**src/rtl/adc_ctrl_pkg.sv**
```systemverilog
// Package: shared register map, control-bit positions and start-source codes
// for the ADC trigger/window controller. Assumes a byte-wide write port.
package adc_ctrl_pkg;
    localparam int ADDR_W = 3;
    localparam int BYTE_W = 8;

    // Register addresses
    localparam logic [ADDR_W-1:0] A_CTRL  = 3'd0;
    localparam logic [ADDR_W-1:0] A_GT_LO = 3'd1;
    localparam logic [ADDR_W-1:0] A_GT_HI = 3'd2;
    localparam logic [ADDR_W-1:0] A_LT_LO = 3'd3;
    localparam logic [ADDR_W-1:0] A_LT_HI = 3'd4;

    // Control register bit positions
    localparam int B_EN    = 0;
    localparam int B_SRC_L = 1;
    localparam int B_SRC_H = 3;
    localparam int B_GO    = 4;
    localparam int B_KEEP  = 5;

    typedef enum logic [2:0] {
        SRC_SOFT = 3'b000,
        SRC_TMR0 = 3'b001,
        SRC_TMR2 = 3'b010,
        SRC_TMR1 = 3'b011,
        SRC_EXT  = 3'b100,
        SRC_TMR3 = 3'b101,
        SRC_RSV6 = 3'b110,
        SRC_RSV7 = 3'b111
    } src_e;
endpackage

```
**src/rtl/adc_edge_sync.sv**
```systemverilog
// Module: adc_edge_sync
// Brings an asynchronous pin into the clock domain through STAGES flops and
// flags one cycle on each rising edge of the synchronised level.
// Assumes STAGES >= 2 and synchronous active-low reset.
module adc_edge_sync #(
    parameter int STAGES = 2
) (
    input  logic clk,
    input  logic rst_n,
    input  logic pin,
    output logic rise
);
    logic [STAGES-1:0] chain_q;
    logic              last_q;

    // Synchroniser chain plus one history flop for edge detection
    always_ff @(posedge clk) begin
        if (!rst_n) begin
            chain_q <= '0;
            last_q  <= 1'b0;
        end else begin
            chain_q[0] <= pin;
            last_q     <= chain_q[STAGES-1];
        end
    end

    // Remaining synchroniser stages
    for (genvar g = 1; g < STAGES; g++) begin : g_stage
        always_ff @(posedge clk) begin
            if (!rst_n) chain_q[g] <= 1'b0;
            else        chain_q[g] <= chain_q[g-1];
        end
    end

    // Rising edge of the synchronised level
    assign rise = chain_q[STAGES-1] & ~last_q;
endmodule

```
**src/rtl/adc_trig_sel.sv**
```systemverilog
// Module: adc_trig_sel
// Picks the start event named by the source code. Purely combinational;
// assumes every event input is already a single-cycle pulse.
module adc_trig_sel
    import adc_ctrl_pkg::*;
#(
    parameter int N_TMR = 4
) (
    input  src_e             src,
    input  logic             soft_go,
    input  logic [N_TMR-1:0] tmr_ovf,
    input  logic             ext_rise,
    output logic             hit
);
    // Decode the source code to one event; reserved codes never fire
    always_comb begin
        unique case (src)
            SRC_SOFT: hit = soft_go;
            SRC_TMR0: hit = tmr_ovf[0];
            SRC_TMR2: hit = tmr_ovf[2];
            SRC_TMR1: hit = tmr_ovf[1];
            SRC_EXT:  hit = ext_rise;
            SRC_TMR3: hit = tmr_ovf[3];
            default:  hit = 1'b0;
        endcase
    end
endmodule

```
**src/rtl/adc_win_cmp.sv**
```systemverilog
// Module: adc_win_cmp
// Window comparison of a result against a lower (greater-than) and upper
// (less-than) limit; when the limits cross, the test becomes out-of-window.
module adc_win_cmp #(
    parameter int W = 10
) (
    input  logic [W-1:0] data,
    input  logic [W-1:0] lim_gt,
    input  logic [W-1:0] lim_lt,
    output logic         match
);
    logic ge_gt, le_lt, crossed;

    // Two magnitude compares and the crossed-limit selection
    always_comb begin
        ge_gt   = (data >= lim_gt);
        le_lt   = (data <= lim_lt);
        crossed = (lim_lt < lim_gt);
        match   = crossed ? (ge_gt | le_lt) : (ge_gt & le_lt);
    end
endmodule

```
**src/rtl/adc_conv_ctrl.sv**
```systemverilog
// Module: adc_conv_ctrl (top)
// Register port, trigger gating, busy/start handshake with an external SAR
// converter, result capture and sticky window flag. Assumes conv_data is
// valid whenever conv_done is high, and timer inputs are pulses.
module adc_conv_ctrl
    import adc_ctrl_pkg::*;
#(
    parameter int DATA_W      = 10,
    parameter int N_TMR       = 4,
    parameter int SYNC_STAGES = 2
) (
    input  logic              clk,
    input  logic              rst_n,
    input  logic              wr_en,
    input  logic [2:0]        wr_addr,
    input  logic [7:0]        wr_data,
    input  logic [N_TMR-1:0]  tmr_ovf,
    input  logic              ext_start,
    input  logic              conv_done,
    input  logic [DATA_W-1:0] conv_data,
    output logic              conv_start,
    output logic              busy,
    output logic [DATA_W-1:0] result,
    output logic              win_flag
);
    localparam int HI_W = DATA_W - BYTE_W;

    logic              en_q;
    src_e              src_q;
    logic [DATA_W-1:0] gt_q, lt_q;
    logic              ctrl_wr, soft_go, ext_rise, hit, fire, finish, match, clr;

    // Control-register write decode
    assign ctrl_wr = wr_en && (wr_addr == A_CTRL);
    assign soft_go = ctrl_wr && wr_data[B_GO];
    assign clr     = ctrl_wr && !wr_data[B_KEEP];

    adc_edge_sync #(.STAGES(SYNC_STAGES)) u_sync (
        .clk  (clk),
        .rst_n(rst_n),
        .pin  (ext_start),
        .rise (ext_rise)
    );

    adc_trig_sel #(.N_TMR(N_TMR)) u_sel (
        .src     (src_q),
        .soft_go (soft_go),
        .tmr_ovf (tmr_ovf),
        .ext_rise(ext_rise),
        .hit     (hit)
    );

    adc_win_cmp #(.W(DATA_W)) u_cmp (
        .data  (conv_data),
        .lim_gt(gt_q),
        .lim_lt(lt_q),
        .match (match)
    );

    // Start only when enabled and idle; finish only while busy
    assign fire   = en_q && !busy && hit;
    assign finish = busy && conv_done;

    // Configuration registers: enable, source and the two split limits
    always_ff @(posedge clk) begin
        if (!rst_n) begin
            en_q  <= 1'b0;
            src_q <= SRC_SOFT;
            gt_q  <= '0;
            lt_q  <= '0;
        end else if (wr_en) begin
            unique case (wr_addr)
                A_CTRL: begin
                    en_q  <= wr_data[B_EN];
                    src_q <= src_e'(wr_data[B_SRC_H:B_SRC_L]);
                end
                A_GT_LO: gt_q[BYTE_W-1:0]      <= wr_data;
                A_GT_HI: gt_q[DATA_W-1:BYTE_W] <= wr_data[HI_W-1:0];
                A_LT_LO: lt_q[BYTE_W-1:0]      <= wr_data;
                A_LT_HI: lt_q[DATA_W-1:BYTE_W] <= wr_data[HI_W-1:0];
                default: ;
            endcase
        end
    end

    // Conversion handshake: start pulse, busy flag and result capture
    always_ff @(posedge clk) begin
        if (!rst_n) begin
            conv_start <= 1'b0;
            busy       <= 1'b0;
            result     <= '0;
        end else begin
            conv_start <= fire;
            if (fire)        busy <= 1'b1;
            else if (finish) busy <= 1'b0;
            if (finish)      result <= conv_data;
        end
    end

    // Sticky window flag; a new match wins over a software clear
    always_ff @(posedge clk) begin
        if (!rst_n)               win_flag <= 1'b0;
        else if (finish && match) win_flag <= 1'b1;
        else if (clr)             win_flag <= 1'b0;
    end
endmodule

```
**config.mk**
```make
export PLATFORM = sky130hd
export DESIGN_NAME = adc_conv_ctrl
export DESIGN_NICKNAME = d
export VERILOG_FILES = /design/src/rtl/adc_ctrl_pkg.sv /design/src/rtl/adc_edge_sync.sv /design/src/rtl/adc_trig_sel.sv /design/src/rtl/adc_win_cmp.sv /design/src/rtl/adc_conv_ctrl.sv
export SDC_FILE = /design/constraint.sdc
export NUM_CORES = 1
export LEC_CHECK = 0
export ABC_CLOCK_PERIOD_IN_PS = 4200
export BUFFER_PORTS_ARGS = -buffer_cell sky130_fd_sc_hd__buf_2
export CORE_MARGIN = 3
export CORE_UTILIZATION = 45
export CTS_CLUSTER_DIAMETER = 30
export DETAILED_ROUTE_END_ITERATION = 8
export PLACE_DENSITY = 0.67
export SYNTH_ARGS = -nofsm -noshare
export SYNTH_HDL_FRONTEND = slang
export SYNTH_HIERARCHICAL = 1
export SYNTH_SLANG_ARGS = --single-unit
```
**constraint.sdc**
```tcl
create_clock -name clk -period 4.2 [get_ports clk]
set_input_delay 0.21 -clock clk [delete_from_list [all_inputs] [get_ports clk]]
set_output_delay 0.21 -clock clk [all_outputs]
set_load 0.03 [all_outputs]
```
==> impl_metrics.toml, run 1 <==
[run_status]
run_status = "completed"

[yosys]
synthDistinctLibCells = 38
syn-num-nets = 299
syn_area_sq_um = 2230
synth_seq_cells = 37
async_flop_share_pct = 0
synth-main-ff-cell = "dfxtp_1"
synth_cells = 240
synth-seq-area-share_pct = 33.2
synth_largest_area_cell = "dfxtp_1"
yosys_warnings = 7
synth_top_cell_area_share_pct = 33.2
postSynthAreaPerCell_sq_um = 9.31
synth_area_leaders = "dfxtp_1, ha_1, mux2i_1, nand2_1, o21a_1"
synth_edf_count = 0

[cells_and_area]
areaGrowthSynthToFinish_pct = 15.0
nets = 336
final_common_cell = "buf_2"
final_cell_mix = "buf_2, dfxtp_1, nand2_1, ha_1, mux2i_1"
final_area_sq_um = 2570
n_antenna_cell = 0
fill_cells = 472
drive_above_1_share_pct = 20.5
layoutNonFillerInstCount = 345

[power]
power_uw = 705
powerDensity_nw_per_um2 = 275
ir_worst_vdd_mv = 0.178
leakage_nw = 1.15

[clock_tree]
htreeDepth = 2
post_cts_buffers = 0
root_buffer = "clkbuf_8"
cts.clk_slew.worst_paths_ns = 0.08
clock_path_buffers = 2
cts_tree = "yes"
numCtsBuffers = 5
cts_sinks = 37
cts_hold_buf = 0
clk-insertion-delay-late_ns = 0.29
cts_resized = 0

[floorplan]
start_util_pct = 47.0
die_h_microns = 76.5
core_area_sq_um = 4750
fp-row-count = 25
die_area_sq_um = 5840
io_pins = 43
die_w_microns = 76.5

[timing]
hold_viol = 0
finalSetupViolCount = 0
finClkSkew_ns = 0.00612
post-route-min-period_ns = 2.25
drv_slew = 0
max-slew-margin-rel_pct = 46.6
worst_pin_slew_ns = 0.801
setup-tns-final_ns = 0
finalWorstSetupSlack_ns = 1.95
rsz0062_at_grt = "no"
finalCritPeriodShare_pct = 53.6
clock.fmax_mhz = 445

[drt]
vias = 1745
via_per_inst = 5.06
drc = 0
drt-total-wl_mm = 4.31
drt-initial-drc-count = 47
dr.pass1.iters = 4
detail_route.wl_per_cell_microns = 12.5
postRouteAntennaNets = 0

[worst_setup_path]
worstPathArrival_ns = 2.42
cp_max_fo = 2
crit-reg2reg-launch = "gt_q[3]"
required_ns = 4.37
critical_path_class = "reg -> reg"
cp-end-kind = "flip-flop"
cp-startpoint = "gt_q[3]"
crit_path_start_kind = "flip-flop"

[grt]
antenna_found_initial = 0
grt.overflow.total = 0
grt_pass1_wl_mm = 7.45
grt_usage_pct = 15.5
first_global_vias = 1663
grt_max_degree = 48

[placed_design]
io_buffers = 41
gp_congestion = 0.783
hpwl_mm = 3.27
place_area_sq_um = 2480
place_inst = 337
pre_cts_ws_ns = 1.96

[job]
cap_violations = 0

[hold_path]
hold_class = "in -> reg"
worstHoldStart = "wr_data[5]"
## where the power goes
group	switching (mW)	total [mW]	internal (mW)
clock network	0.137	0.254	0.116
logic	0.0490	0.0923	0.0433
registers	0.00367	0.359	0.356
total	0.190	0.705	0.515
## final cells by class
class	count	area [sq um]	area share, %
flip-flops and latches	37	741	28.8
clock buffers	5	68.8	2.68
multi-input cells	171	1370	53.1
clock inverters	3	22.5	0.877
repair buffers	42	213	8.28
well taps	67	83.8	3.26
inverters	20	75.1	2.92
## logic make-up (layout without fill, tap and decap cells)
kind of cell               Yosys count  in the layout  synth area share, %
other                                1              1                0.168
and+or+nand+nor                     68             68                 16.9
muxes                               27             27                 12.7
adders and majority gates           30             30                 16.8
AOI/OAI and AO/OA                   45             45                 14.3
DFF                                 37             37                 33.2
buffers and inverters               32             70                 5.99
## cell usage after synthesis (all sizes together) (2+ instances only)
| cell | count |
|---|---|
| a211o | 2 |
| a21boi | 11 |
| a21o | 5 |
| a21oi | 7 |
| and3 | 10 |
| and4 | 2 |
| and4bb | 2 |
| buf | 7 |
| clkbuf | 5 |
| dfxtp | 37 |
| ha | 29 |
| inv | 20 |
| mux2i | 25 |
| nand2 | 33 |
| nand2b | 3 |
| nand3 | 3 |
| nand4 | 5 |
| nor2 | 3 |
| o21a | 12 |
| o21ai | 3 |
## layer usage
| layer | part of all wire, % | track usage [%] |
|---|---|---|
| met2 | 40 | 23.4 |
| met3 | 5.5 | 4.26 |
| met5 | 0 | 0 |
| met1 | 54 | 21.7 |
| met4 | 1.2 | 4.35 |
## metrics by stage
stage | hold WS (ns) | utilization (%)
CTS | 0.168 | 54.0
finish | 0.172 | 54.0
floorplan | 0.360 | -
global route | 0.203 | 54.0
detailed placement | 0.454 | 52.1
global placement | 0.443 | 52.1
## critical path, stage by stage (launching register included)
cell	delay [ns]
dfxtp_1	0.34
inv_1	0.06
ha_1	0.29
a211o_1	0.30
a21oi_1	0.13
o21ai_1	0.10
a221o_1	0.36
maj3_2	0.30
nand4_1	0.14
o211ai_1	0.11
## sequential cells by signal (all words and copies together), names as in the netlist
name	cells
gt_q	10
conv_start	1
src_q	3
result	10
en_q	1
lt_q	10
win_flag	1
busy	1
## path summary, 6_finish.rpt
check              to  slack (ns)  cells past startpoint
max          win_flag        1.95                      9
min          win_flag        0.17                      3
max reg2reg  win_flag        1.95                      9
min reg2reg   gt_q[7]        0.46                      2
(Power assumes the default switching activity.)
==> run 2, diff against run 1 <==
--- a/config.mk
+++ b/config.mk
@@ -5,7 +5,7 @@
 export SDC_FILE = /design/constraint.sdc
 export NUM_CORES = 1
 export LEC_CHECK = 0
-export ABC_CLOCK_PERIOD_IN_PS = 4200
+export ABC_CLOCK_PERIOD_IN_PS = 2200
 export BUFFER_PORTS_ARGS = -buffer_cell sky130_fd_sc_hd__buf_2
 export CORE_MARGIN = 3
 export CORE_UTILIZATION = 45
==> constraint.sdc (replaced) <==
create_clock -name clk -period 2.2 [get_ports clk]
set_input_delay 0.11 -clock clk [delete_from_list [all_inputs] [get_ports clk]]
set_output_delay 0.11 -clock clk [all_outputs]
set_load 0.03 [all_outputs]
==> impl_metrics.toml, run 2 (synthesis gave the netlist of run 1 again) <==
[run_status]
run_status = "completed"

[worst_setup_path]
worstPathArrival_ns = 2.26
cp-end-kind = "flip-flop"
r2r_slack_ns = 0.12
crit_path_start_kind = "flip-flop"
slowest_delay_ns = 0.36
critical-path-top-delay-family = "compound AO/OA/AOI/OAI gates"
critical_path_class = "reg -> reg"
critPathBufInv = 1
required_ns = 2.38
critical_path.cell_chain = "inv_1 -> ha_4 -> a211o_1 -> a21oi_2 -> o21ai_1 -> a221o_1 -> maj3_2 -> nand4_1 -> o211ai_1"
ff2ff_path_depth = 9
r2r-end = "win_flag"
cp_max_fo = 2
cp_slowest_cell = "a221o_1"
crit-reg2reg-launch = "gt_q[3]"

[cells_and_area]
nets = 338
reg.largest.list = "gt_q (10), lt_q (10), result (10)"
areaGrowthSynthToFinish_pct = 17.8
drive_above_1_share_pct = 22.1
final_common_cell = "buf_2"
final_cell_mix = "buf_2, dfxtp_1, nand2_1, ha_1, mux2i_1"
n_antenna_cell = 0
layoutNonFillerInstCount = 347

[clock_tree]
cts_hold_buf = 0
numCtsBuffers = 5
root_buffer = "clkbuf_8"
clk-insertion-delay-late_ns = 0.29
clock_path_buffers = 2
cts_resized = 0
htreeDepth = 2
post_cts_buffers = 0
cts_sinks = 37
cts_tree = "yes"
cts.clk_slew.worst_paths_ns = 0.08

[drt]
drt-initial-drc-count = 48
dr.pass1.iters = 4
detail_route.wl_per_cell_microns = 13.1
vias = 1742
drc = 0
drt-total-wl_mm = 4.53
postRouteAntennaNets = 0
via_per_inst = 5.02

[grt]
grt_max_degree = 32
antenna_found_initial = 0
grt.overflow.total = 0
first_global_vias = 1687
grt_usage_pct = 16.3
grt_pass1_wl_mm = 7.81

[placed_design]
io_buffers = 41
hpwl_mm = 3.49
place_inst = 339
gp_congestion = 0.773

[power]
powerDensity_nw_per_um2 = 567
power_mw = 1.49
leakage_nw = 1.18
ir_worst_vdd_mv = 0.272

[floorplan]
fp-row-count = 25
start_util_pct = 47.0
die_w_microns = 76.5
die_h_microns = 76.5
io_pins = 43
die_area_sq_um = 5840
core_area_sq_um = 4750

[hold_path]
worstHoldStart = "wr_data[7]"
hold_class = "in -> reg"
whs_endpoint = "lt_q[7]"
min_path_cells = 3

[timing]
worst_pin_slew_ns = 0.683
finClkSkew_ns = 0.00485
hold_viol = 0
finalSetupViolCount = 0
clock.fmax_mhz = 481
post-route-min-period_ns = 2.08
max-slew-margin-rel_pct = 54.4
finalCritPeriodShare_pct = 94.6
rsz0062_at_grt = "no"
drv_slew = 0
setup-tns-final_ns = 0

[job]
cap_violations = 0
[run 2: area by class of cell]
type | instances | area [sq um]
Clock buffer | 6 | 82.6
Clock inverter | 2 | 37.5
Fill cell | 465 | 2120
Inverter | 20 | 75.1
Multi-Input combinational cell | 171 | 1380
Sequential cell | 37 | 742
Tap cell | 67 | 83.8
Timing Repair Buffer | 44 | 228
[run 2: worst max path at each step]
stage	from	to	slack [ns]	depth (start not counted)
finish	gt_q[3]	win_flag	0.12	9
global route	gt_q[3]	win_flag	0.01	9
floorplan	gt_q[3]	win_flag	0.18	9
global placement	gt_q[3]	win_flag	0.09	9
detailed placement	gt_q[3]	win_flag	0.07	9
CTS	gt_q[3]	win_flag	0.07	9
[run 2: per-stage QoR]
step	utilization, %	instance area [sq um]	setup WS (ns)	hold WS (ns)
after floorplan	-	2230	0.178	0.260
after global placement	52.4	2490	0.0857	0.388
after detailed placement	52.4	2490	0.0653	0.395
after CTS	54.9	2610	0.0660	0.0739
after global routing	55.3	2630	0.0107	0.112
final	55.3	2630	0.120	0.0801
[run 2: power breakdown]
part	internal, mW	switching (mW)
Sequential	0.679	0.00724
Combinational	0.0862	0.0971
Clock	0.369	0.252
[run 2: layer usage]
layer	track usage, %	wire, microns	vias to the layer above
li1	-	-	925
met1	23.1	2410	772
met2	23.5	1820	39
met3	4.61	229	6
met4	5.98	69	0
met5	0	0	-
[run 2: worst register-to-register path, cell delays in order (launching register included)]
cell	delay [ns]
dfxtp_2	0.32
inv_1	0.10
ha_4	0.21
a211o_1	0.30
a21oi_2	0.11
o21ai_1	0.08
a221o_1	0.36
maj3_2	0.30
nand4_1	0.09
o211ai_1	0.09
